[config.mk]
export PLATFORM = sky130hd
export DESIGN_NAME = branch_cond_eval
export DESIGN_NICKNAME = d
export VERILOG_FILES = /design/src/rtl/bce_pkg.sv /design/src/rtl/bce_compare.sv /design/src/rtl/bce_field.sv /design/src/rtl/bce_extsel.sv /design/src/rtl/branch_cond_eval.sv
export SDC_FILE = /design/constraint.sdc
export NUM_CORES = 1
export LEC_CHECK = 0
export BUFFER_PORTS_ARGS = -buffer_cell sky130_fd_sc_hd__buf_4
export CAP_MARGIN = 20
export CORE_ASPECT_RATIO = 1.2
export CORE_MARGIN = 1.5
export CORE_UTILIZATION = 47
export DETAILED_ROUTE_END_ITERATION = 12
export PLACE_DENSITY_LB_ADDON = 0.2
export SLEW_MARGIN = 10
export SYNTH_ARGS = -nofsm -noshare
export SYNTH_HDL_FRONTEND = slang
export SYNTH_SLANG_ARGS = --single-unit
[constraint.sdc]
create_clock -name clk -period 2.5 [get_ports clk]
set_input_delay 0.125 -clock clk [delete_from_list [all_inputs] [get_ports clk]]
set_output_delay 0.125 -clock clk [all_outputs]
set_load 0.05 [all_outputs]
[src/rtl/bce_pkg.sv]
package bce_pkg;

    typedef enum logic [4:0] {
        CC_ALWAYS   = 5'd0,
        CC_ANY_SET  = 5'd1,
        CC_NONE_SET = 5'd2,
        CC_ALL_IN   = 5'd3,
        CC_NOT_ALL  = 5'd4,
        CC_EQ       = 5'd5,
        CC_NE       = 5'd6,
        CC_SLT      = 5'd7,
        CC_SGE      = 5'd8,
        CC_SGT      = 5'd9,
        CC_SLE      = 5'd10,
        CC_ULT      = 5'd11,
        CC_UGE      = 5'd12,
        CC_UGT      = 5'd13,
        CC_ULE      = 5'd14,
        CC_DNEG     = 5'd15,
        CC_DNNEG    = 5'd16,
        CC_DPOS     = 5'd17,
        CC_DNPOS    = 5'd18,
        CC_FZERO    = 5'd19,
        CC_FNZERO   = 5'd20,
        CC_EXT_HI   = 5'd21,
        CC_EXT_LO   = 5'd22
    } cond_e;

    localparam logic [4:0] CC_LAST_VALID = 5'd22;

    // Primitive flags produced by the operand comparator.
    typedef struct packed {
        logic any_set;   // a & b != 0
        logic all_in;    // (a & b) == b
        logic eq;        // a == b
        logic slt;       // signed a < b
        logic ult;       // unsigned a < b
        logic dneg;      // wrapped difference sign bit
        logic dzero;     // wrapped difference is zero
    } cmp_flags_t;

    // Low-order mask of (len+1) ones, saturating at the full width.
    function automatic logic [31:0] low_ones(input int unsigned len, input int unsigned width);
        logic [32:0] m;
        int unsigned n;
        n = len + 1;
        if (n > width) n = width;
        m = (33'd1 << n) - 33'd1;
        return m[31:0];
    endfunction

endpackage

[src/rtl/bce_compare.sv]
module bce_compare
    import bce_pkg::*;
#(
    parameter int DATA_W = 16
) (
    input  logic [DATA_W-1:0] opa,
    input  logic [DATA_W-1:0] opb,
    output cmp_flags_t        flags
);
    localparam int MSB = DATA_W - 1;

    logic [DATA_W-1:0] conj;
    logic [DATA_W:0]   diff_ext;
    logic [DATA_W-1:0] diff;
    logic              sign_a;
    logic              sign_b;

    always_comb begin
        conj     = opa & opb;
        // Extended subtraction: the borrow bit is the unsigned less-than.
        diff_ext = {1'b0, opa} - {1'b0, opb};
        diff     = diff_ext[DATA_W-1:0];
        sign_a   = opa[MSB];
        sign_b   = opb[MSB];

        flags.any_set = |conj;
        flags.all_in  = (conj == opb);
        flags.eq      = (opa == opb);
        flags.ult     = diff_ext[DATA_W];
        // Signed order: differing signs decide directly, else unsigned order.
        flags.slt     = (sign_a != sign_b) ? sign_a : diff_ext[DATA_W];
        flags.dneg    = diff[MSB];
        flags.dzero   = ~|diff;
    end

endmodule

[src/rtl/bce_field.sv]
module bce_field
    import bce_pkg::*;
#(
    parameter int DATA_W = 16,
    parameter int SH_W   = $clog2(DATA_W)
) (
    input  logic [DATA_W-1:0] opa,
    input  logic [SH_W-1:0]   shamt,
    input  logic [SH_W-1:0]   mlen,
    output logic              field_zero
);
    logic [DATA_W-1:0] shifted;
    logic [DATA_W-1:0] mask;
    logic [DATA_W-1:0] masked;

    // Mask built bit by bit: bit k is kept when k <= mlen.
    for (genvar k = 0; k < DATA_W; k++) begin : g_mask
        assign mask[k] = (k <= int'(mlen));
    end

    always_comb begin
        shifted    = opa >> shamt;
        masked     = shifted & mask;
        field_zero = ~|masked;
    end

    // Full-width, unshifted field must reduce to a plain zero test. R9
    always_comb begin
        if (shamt == '0 && mlen == SH_W'(DATA_W - 1))
            AST_FIELD_FULL: assert (field_zero == (opa == '0));
    end

endmodule

[src/rtl/bce_extsel.sv]
module bce_extsel #(
    parameter int EXT_N = 64,
    parameter int IDX_W = $clog2(EXT_N)
) (
    input  logic [IDX_W-1:0] idx,
    input  logic [EXT_N-1:0] vec,
    output logic             bit_o
);
    logic [EXT_N-1:0] hit;

    // One-hot decode of the selector, then AND-OR reduction.
    for (genvar i = 0; i < EXT_N; i++) begin : g_hit
        assign hit[i] = (idx == IDX_W'(i)) & vec[i];
    end

    assign bit_o = |hit;

endmodule

[src/rtl/branch_cond_eval.sv]
module branch_cond_eval
    import bce_pkg::*;
#(
    parameter int DATA_W = 16,
    parameter int EXT_N  = 64,
    localparam int SH_W  = $clog2(DATA_W),
    localparam int IDX_W = $clog2(EXT_N)
) (
    input  logic              clk,
    input  logic              rst,
    input  logic [4:0]        cond_i,
    input  logic [DATA_W-1:0] opa_i,
    input  logic [DATA_W-1:0] opb_i,
    input  logic [SH_W-1:0]   shamt_i,
    input  logic [SH_W-1:0]   mlen_i,
    input  logic [IDX_W-1:0]  ext_idx_i,
    input  logic [EXT_N-1:0]  ext_vec_i,
    output logic              taken_o
);
    cmp_flags_t flags;
    logic       field_zero;
    logic       ext_bit;
    logic       base;
    logic       invert;
    logic       decide;

    bce_compare #(.DATA_W(DATA_W)) u_cmp (
        .opa   (opa_i),
        .opb   (opb_i),
        .flags (flags)
    );

    bce_field #(.DATA_W(DATA_W), .SH_W(SH_W)) u_field (
        .opa        (opa_i),
        .shamt      (shamt_i),
        .mlen       (mlen_i),
        .field_zero (field_zero)
    );

    bce_extsel #(.EXT_N(EXT_N), .IDX_W(IDX_W)) u_ext (
        .idx   (ext_idx_i),
        .vec   (ext_vec_i),
        .bit_o (ext_bit)
    );

    // Each code selects a base predicate and whether to invert it.
    always_comb begin
        base   = 1'b0;
        invert = 1'b0;
        case (cond_i)
            CC_ALWAYS:   begin base = 1'b1;                     invert = 1'b0; end
            CC_ANY_SET:  begin base = flags.any_set;            invert = 1'b0; end
            CC_NONE_SET: begin base = flags.any_set;            invert = 1'b1; end
            CC_ALL_IN:   begin base = flags.all_in;             invert = 1'b0; end
            CC_NOT_ALL:  begin base = flags.all_in;             invert = 1'b1; end
            CC_EQ:       begin base = flags.eq;                 invert = 1'b0; end
            CC_NE:       begin base = flags.eq;                 invert = 1'b1; end
            CC_SLT:      begin base = flags.slt;                invert = 1'b0; end
            CC_SGE:      begin base = flags.slt;                invert = 1'b1; end
            CC_SGT:      begin base = flags.slt | flags.eq;     invert = 1'b1; end
            CC_SLE:      begin base = flags.slt | flags.eq;     invert = 1'b0; end
            CC_ULT:      begin base = flags.ult;                invert = 1'b0; end
            CC_UGE:      begin base = flags.ult;                invert = 1'b1; end
            CC_UGT:      begin base = flags.ult | flags.eq;     invert = 1'b1; end
            CC_ULE:      begin base = flags.ult | flags.eq;     invert = 1'b0; end
            CC_DNEG:     begin base = flags.dneg;               invert = 1'b0; end
            CC_DNNEG:    begin base = flags.dneg;               invert = 1'b1; end
            CC_DPOS:     begin base = flags.dneg | flags.dzero; invert = 1'b1; end
            CC_DNPOS:    begin base = flags.dneg | flags.dzero; invert = 1'b0; end
            CC_FZERO:    begin base = field_zero;               invert = 1'b0; end
            CC_FNZERO:   begin base = field_zero;               invert = 1'b1; end
            CC_EXT_HI:   begin base = ext_bit;                  invert = 1'b0; end
            CC_EXT_LO:   begin base = ext_bit;                  invert = 1'b1; end
            default:     begin base = 1'b0;                     invert = 1'b0; end
        endcase
        decide = base ^ invert;
    end

    always_ff @(posedge clk) begin
        if (rst) taken_o <= 1'b0;
        else     taken_o <= decide;
    end

    AST_RESET_CLEAR: assert property (@(posedge clk) rst |=> !taken_o);

    AST_ALWAYS_TAKEN: assert property (@(posedge clk) disable iff (rst)
        (cond_i == CC_ALWAYS) |=> taken_o);

    AST_EQ_FOLLOWS: assert property (@(posedge clk) disable iff (rst)
        (cond_i == CC_EQ) |=> (taken_o == $past(opa_i == opb_i)));

    AST_ULT_FOLLOWS: assert property (@(posedge clk) disable iff (rst)
        (cond_i == CC_ULT) |=> (taken_o == $past(opa_i < opb_i)));

    AST_EXT_HI: assert property (@(posedge clk) disable iff (rst)
        (cond_i == CC_EXT_HI) |=> (taken_o == $past(ext_bit)));

    AST_RSVD_NEVER: assert property (@(posedge clk) disable iff (rst)
        (cond_i > CC_LAST_VALID) |=> !taken_o);

endmodule

Yosys cells after proc, flatten, opt, wreduce, memory -nomap -nowiden
Cells that the tools add are included.

cells by class
  bitwise operators = 70
  magnitude comparators = 15
  shift-type cells = 1
  muxes and demuxes = 3
  add/sub/neg operators = 1
  equality and inequality tests = 88
  reduce and logical (&&, ||, !) cells = 20

operator list
  kind                number
  $eq 6x6->1 const B  32
  $eq 6x5->1 const B  16
  $and 1x1->1         64
  $reduce_or 64->1    1
  $eq 6x4->1 const B  8
  $reduce_or 16->1    3
  $eq 5x4->1 const B  8
  $eq 5x5->1 const B  7
  $and 16x16->16      2
  $eq 16x16->1        2
  $le 4x4->1 const A  8
  $eq 6x3->1 const B  4
  $reduce_or 2->1     11
  $eq 5x3->1 const B  4
  $sub 16x16->17      1
  $le 3x4->1 const A  4
  $shr 16x4->16       1
  $eq 6x2->1 const B  2
  $pmux 1 s12         1
  $reduce_or 11->1    1
  $eq 5x2->1 const B  2
  $le 2x4->1 const A  2
  $eq 6x1->1 const B  1
  $logic_not 6->1     1
  other kinds (8)     12

word-level totals
  output and inout bits = 1
  register bits after elaboration = 1
  word-level logic and storage cells = 199
  input port bits = 117

Longest topological paths before layout
  word-level depth = 6
  depth in mapped cells = 12
  depth with buffers taken out = 12

By module
From an unflattened synthesis, not the netlist that was laid out.

unflattened totals
  cell total of the unflattened synthesis = 467
  area total of the unflattened synthesis = 3499.6 sq um

modules (own cells, without submodules)
  module            cells each  area an instance (sq um)  seq. area each (sq um)  times used
  bce_compare       200         1522.7                    0.0                     1
  bce_field         116         833.3                     0.0                     1
  bce_extsel        102         752.0                     0.0                     1
  branch_cond_eval  49          391.6                     20.0                    1

Worst setup path before layout
Ideal clock, no wire load.

  kind = in2reg
  from = input port opa_i[4]
  to = register taken_o
  arrival = 2.522 ns
  setup time = 0.059 ns
  stages = 11
  path buffers = 0
  setup slack = -0.082 ns
  required time = 2.441 ns
  cell sequence = inv_1 > ha_1 > a21o_1 > a21oi_4 > a2111oi_1 > a2111o_1 > a21oi_2 > xnor2_1 > or4b_1 > a311oi_1 > a41o_1

between the ends
  cells in the longest elaborated chain, start to end = 6
  elaborated cells between the ends (all ways) = 17
  classes of those cells = 1 x add/sub; 2 x eq/ne; 1 x shift; 2 x mux; 6 x bitwise; 5 x reduce/logical

RTL lines
  item                                                        line                                                             source
  start, declared                                             branch_cond_eval.sv:12                                           input logic [DATA_W-1:0] opa_i,
  $sub 16x16->17 / $shr 16x4->16 (equally long branches)      bce_compare.sv:21, bce_field.sv:22
  $reduce_or 16->1 / $and 16x16->16 (equally long branches)   bce_compare.sv:33, bce_field.sv:23
  $logic_not 1->1 / $reduce_or 16->1 (equally long branches)  bce_compare.sv:33, bce_field.sv:24
  $or 1x1->1 / $logic_not 1->1 (equally long branches)        branch_cond_eval.sv:68, branch_cond_eval.sv:69, bce_field.sv:24
  $pmux 1 s12 *                                               branch_cond_eval.sv:50                                           case (cond_i)
  $xor 1x1->1 *                                               branch_cond_eval.sv:76                                           decide = base ^ invert;
  end signal, assigned                                        branch_cond_eval.sv:81                                           else taken_o <= decide;
  end, declared                                               branch_cond_eval.sv:18                                           output logic taken_o

Every way passes the cells marked *; elsewhere a longest branch is shown, timed or not.
A chain may end at the register's enable or synchronous reset.

Worst setup path after layout
Same ends and word-level chain as after synthesis.

==> impl_metrics.py <==
metrics = {
    "status": {
        "run_status": "finished, violations left",
        "violations": "setup timing",
    },
    "global_route": {
        "antenna_violations_before_repair": 0,
        "grt_util_all_layers_pct": 32.49,
        "grt.overflow.total": 0,
        "grt_max_degree": 25,
        "grt_first_pass_wirelength_um": 19880,
        "via_count_of_the_first_global_routing_pass": 4221,
    },
    "flow_run": {
        "cap_viol_max_count": 0,
    },
    "synth": {
        "synth-seq-cells": 1,
        "synth_ff_type": "sky130_fd_sc_hd__dfxtp_1",
        "synth_nets": 646,
        "ys_seq_area_share_pct": 0.6011,
        "netlist_instances": 480,
        "number_of_synthesized_flops_with_an_enable_pin": 0,
        "post_synth_num_cell_types": 72,
        "synthDominantAreaCellType": "sky130_fd_sc_hd__ha_1",
        "netlist_area_mm2": 0.003331,
        "synth_top_cells_by_area": "sky130_fd_sc_hd__ha_1 (18%), sky130_fd_sc_hd__mux2i_1 (9.3%), sky130_fd_sc_hd__inv_1 (4.8%)",
        "yosys_warn_count": 0,
        "synthArstFlopShare_pct": 0,
        "syn_area_per_cell_um2": 6.939,
        "yosysTopAreaCellShare_pct": 18.03,
    },
    "placed_design": {
        "place_hpwl_um": 10720,
        "detailed_place.area_mm2": 0.004875,
        "gpl.final_weighted_congestion": 0.9968,
        "numPortBuffers": 117,
        "place_inst": 740,
    },
    "detailed_routing": {
        "vias_per_cell": 5.958,
        "drt.antenna.violating_nets": 0,
        "wire_per_inst_um": 17.31,
        "drt_first_iter_violations": 220,
        "first_pass_iters": 5,
        "routed-via-count": 4409,
        "postRouteWirelength_um": 12810,
        "drc": 0,
    },
    "finish": {
        "flow.area_growth_from_synthesis_pct": 48.31,
        "top_regs": "taken_o: 1 flops",
        "fill_cells": 596,
        "utilization_pct": 72.07,
        "register_bank_with_the_most_flops": "taken_o",
        "antenna_diode_count": 0,
        "layoutNonFillerInstCount": 740,
        "largest_reg_flops": 1,
        "layout-drive-gt1-share_pct": 35.99,
        "finish.instance_area_mm2": 0.004940,
        "design.final.nets": 821,
    },
    "timing": {
        "grt_setup_unrepaired": "yes",
        "layout_worst_path_cycle_share_pct": 112.1,
        "max_slew_margin_pct": 61.58,
        "setup_viol": 1,
        "worst_pin_slew_ns": 0.5711,
        "finalCriticalPeriod_ns": 2.802,
        "post_route_worst_setup_slack_ns": -0.3024,
        "timing_max_transition_violations_final": 0,
        "timing_hold_violations_final": 0,
        "setup_total_negative_slack_ns": -0.3024,
        "achievable-frequency_mhz": 356.8,
    },
    "worst_setup_path": {
        "cp.arrival_ns": 2.74,
        "critPathRequiredTime_ns": 2.44,
        "startpoint_type_of_the_worst_setup_path": "input port",
        "cp_max_fo": 5,
        "worst_setup_path_startpoint": "opa_i[4]",
        "critical_path.endpoint_type": "register",
        "setup.worst_path.end": "taken_o",
        "timing.setup.critical_path_class": "input port to register",
    },
    "floorplanning": {
        "start_util_pct": 48.59,
        "floorplan.rows": 33,
        "die-area_mm2": 0.007602,
        "boundaryPins": 118,
        "dieHeight_um": 95.22,
        "floorplan.die.width_um": 79.85,
        "design.core.area_mm2": 0.006854,
    },
    "power_and_ir_drop": {
        "power.density_mw_per_mm2": 195.5,
        "power.ir.vdd_worst_uv": 108.4,
        "total_power_uw": 965.8,
        "p_leak_nw": 2.441,
    },
    "worst_hold_path": {
        "min_path_type": "input port to register",
    },
    "clock_tree": {
        "cts.clk_slew.worst_paths_ns": 0,
        "post-cts-setup-buffers": 0,
    },
}
-- critical path, stage by stage --
cell and delay, ns:
sky130_fd_sc_hd__buf_4 0.12, sky130_fd_sc_hd__inv_1 0.10, sky130_fd_sc_hd__ha_4 0.22, sky130_fd_sc_hd__a21o_1 0.20, sky130_fd_sc_hd__a21oi_4 0.25, sky130_fd_sc_hd__a2111oi_4 0.11, sky130_fd_sc_hd__a2111o_1 0.44, sky130_fd_sc_hd__a21oi_2 0.16
sky130_fd_sc_hd__xnor2_1 0.09, sky130_fd_sc_hd__or4b_4 0.55, sky130_fd_sc_hd__a311oi_2 0.26, sky130_fd_sc_hd__a41o_1 0.12
-- synth_stat cells, types with 10 or more instances --
cell type	number
sky130_fd_sc_hd__ha_1	48
sky130_fd_sc_hd__inv_1	43
sky130_fd_sc_hd__nand2_1	36
sky130_fd_sc_hd__mux2i_1	31
sky130_fd_sc_hd__nor2_1	31
sky130_fd_sc_hd__clkbuf_1	24
sky130_fd_sc_hd__a21oi_1	22
sky130_fd_sc_hd__o21ai_0	22
sky130_fd_sc_hd__nor3_1	18
sky130_fd_sc_hd__nor2b_1	17
sky130_fd_sc_hd__nand3_1	16
sky130_fd_sc_hd__nor4_1	14
sky130_fd_sc_hd__a211oi_1	10
sky130_fd_sc_hd__o22ai_1	10
-- cells by family after synthesis --
group                      Yosys count  synth area share, %
AOI/OAI and AO/OA                  130                27.61
buffers and inverters               76                8.903
DFF                                  1               0.6011
and+or+nand+nor                    173                27.01
muxes                               44                15.40
adders and majority gates           49                18.63
xor gates and xnor gates             7                1.841
-- cell usage in the layout, fill, tap and decap left out, types with 3 or more instances in the layout --
| master | netlist | routed |
|---|---|---|
| sky130_fd_sc_hd__nand4_1 | 7 | 7 |
| sky130_fd_sc_hd__mux2i_1 | 31 | 31 |
| sky130_fd_sc_hd__buf_4 | 1 | 204 |
| sky130_fd_sc_hd__ha_1 | 48 | 45 |
| sky130_fd_sc_hd__o31ai_1 | 4 | 4 |
| sky130_fd_sc_hd__nor2b_1 | 17 | 17 |
| sky130_fd_sc_hd__nand3b_1 | 3 | 3 |
| sky130_fd_sc_hd__o221ai_1 | 5 | 5 |
| sky130_fd_sc_hd__nor4_1 | 14 | 13 |
| sky130_fd_sc_hd__o211ai_1 | 5 | 5 |
| sky130_fd_sc_hd__nor3_1 | 18 | 18 |
| sky130_fd_sc_hd__a21oi_1 | 22 | 21 |
| sky130_fd_sc_hd__a221o_1 | 3 | 3 |
| sky130_fd_sc_hd__a21o_1 | 3 | 3 |
| sky130_fd_sc_hd__nand2_1 | 36 | 36 |
| sky130_fd_sc_hd__or3_1 | 4 | 4 |
| sky130_fd_sc_hd__inv_1 | 43 | 43 |
| sky130_fd_sc_hd__and3_1 | 7 | 7 |
| sky130_fd_sc_hd__a31oi_1 | 6 | 6 |
| sky130_fd_sc_hd__a211oi_1 | 10 | 10 |
| sky130_fd_sc_hd__nand3_1 | 16 | 16 |
| sky130_fd_sc_hd__nand2b_1 | 9 | 9 |
| sky130_fd_sc_hd__o22ai_1 | 10 | 9 |
| sky130_fd_sc_hd__xnor2_1 | 6 | 6 |
| sky130_fd_sc_hd__mux4_2 | 5 | 5 |
| sky130_fd_sc_hd__a22oi_1 | 7 | 7 |
| sky130_fd_sc_hd__mux2_2 | 6 | 6 |
| sky130_fd_sc_hd__nor2_1 | 31 | 31 |
| sky130_fd_sc_hd__o21ai_0 | 22 | 21 |
-- layout make-up --
type | instances | area, um2 | area share [%]
well taps | 87 | 108.9 | 2.204
inverters | 44 | 165.2 | 3.343
flip-flops and latches | 1 | 20.02 | 0.4053
multi-input cells | 403 | 3094 | 62.64
repair buffers | 205 | 1551 | 31.41
-- worst min-delay path by stage --
| stage | slack, ns | from | end | cells after the start |
|---|---|---|---|---|
| 6_report | 0.49 | rst | taken_o | 3 |
| 5_1_grt | 0.50 | rst | taken_o | 3 |
| 4_1_cts | 0.50 | rst | taken_o | 3 |
| 3_5_place_dp | 0.50 | rst | taken_o | 3 |
| 3_3_place_gp | 0.49 | rst | taken_o | 3 |
| 2_1_floorplan | 0.38 | rst | taken_o | 2 |
-- metrics by stage --
step / setup slack [ns] / hold WS, ns
final: -0.3024 / 0.4942
after global routing: -0.4014 / 0.5032
after CTS: -0.2588 / 0.4975
after detailed placement: -0.4050 / 0.4972
after global placement: -0.3137 / 0.4861
after floorplan: 0.002735 / 0.3839
-- report_power, final --
part	switching (mW)	total, mW	leakage, nW	internal (mW)
clock	0	0	0	0
combinational	0.464	0.947	2.43	0.482
sequential	0.000481	0.0191	0.00829	0.0187
-- metal layers --
layer | global-route usage (%) | wire [um] | vias up
li1 | - | - | 2136
met1 | 37.01 | 5003 | 2053
met2 | 62.78 | 6681 | 186
met3 | 2.010 | 676 | 34
met4 | 11.78 | 450 | 0
met5 | 0 | 0 | -
-- what timing repair did --
| action | 4_1_cts | 5_1_grt |
|---|---|---|
| setup endpoints to repair | 1 | 1 |
| pin swaps | 1 | 4 |
| gates resized for setup | 6 | 5 |
| hold buffers | 0 | 0 |
Power figures use the tool's default switching activity.
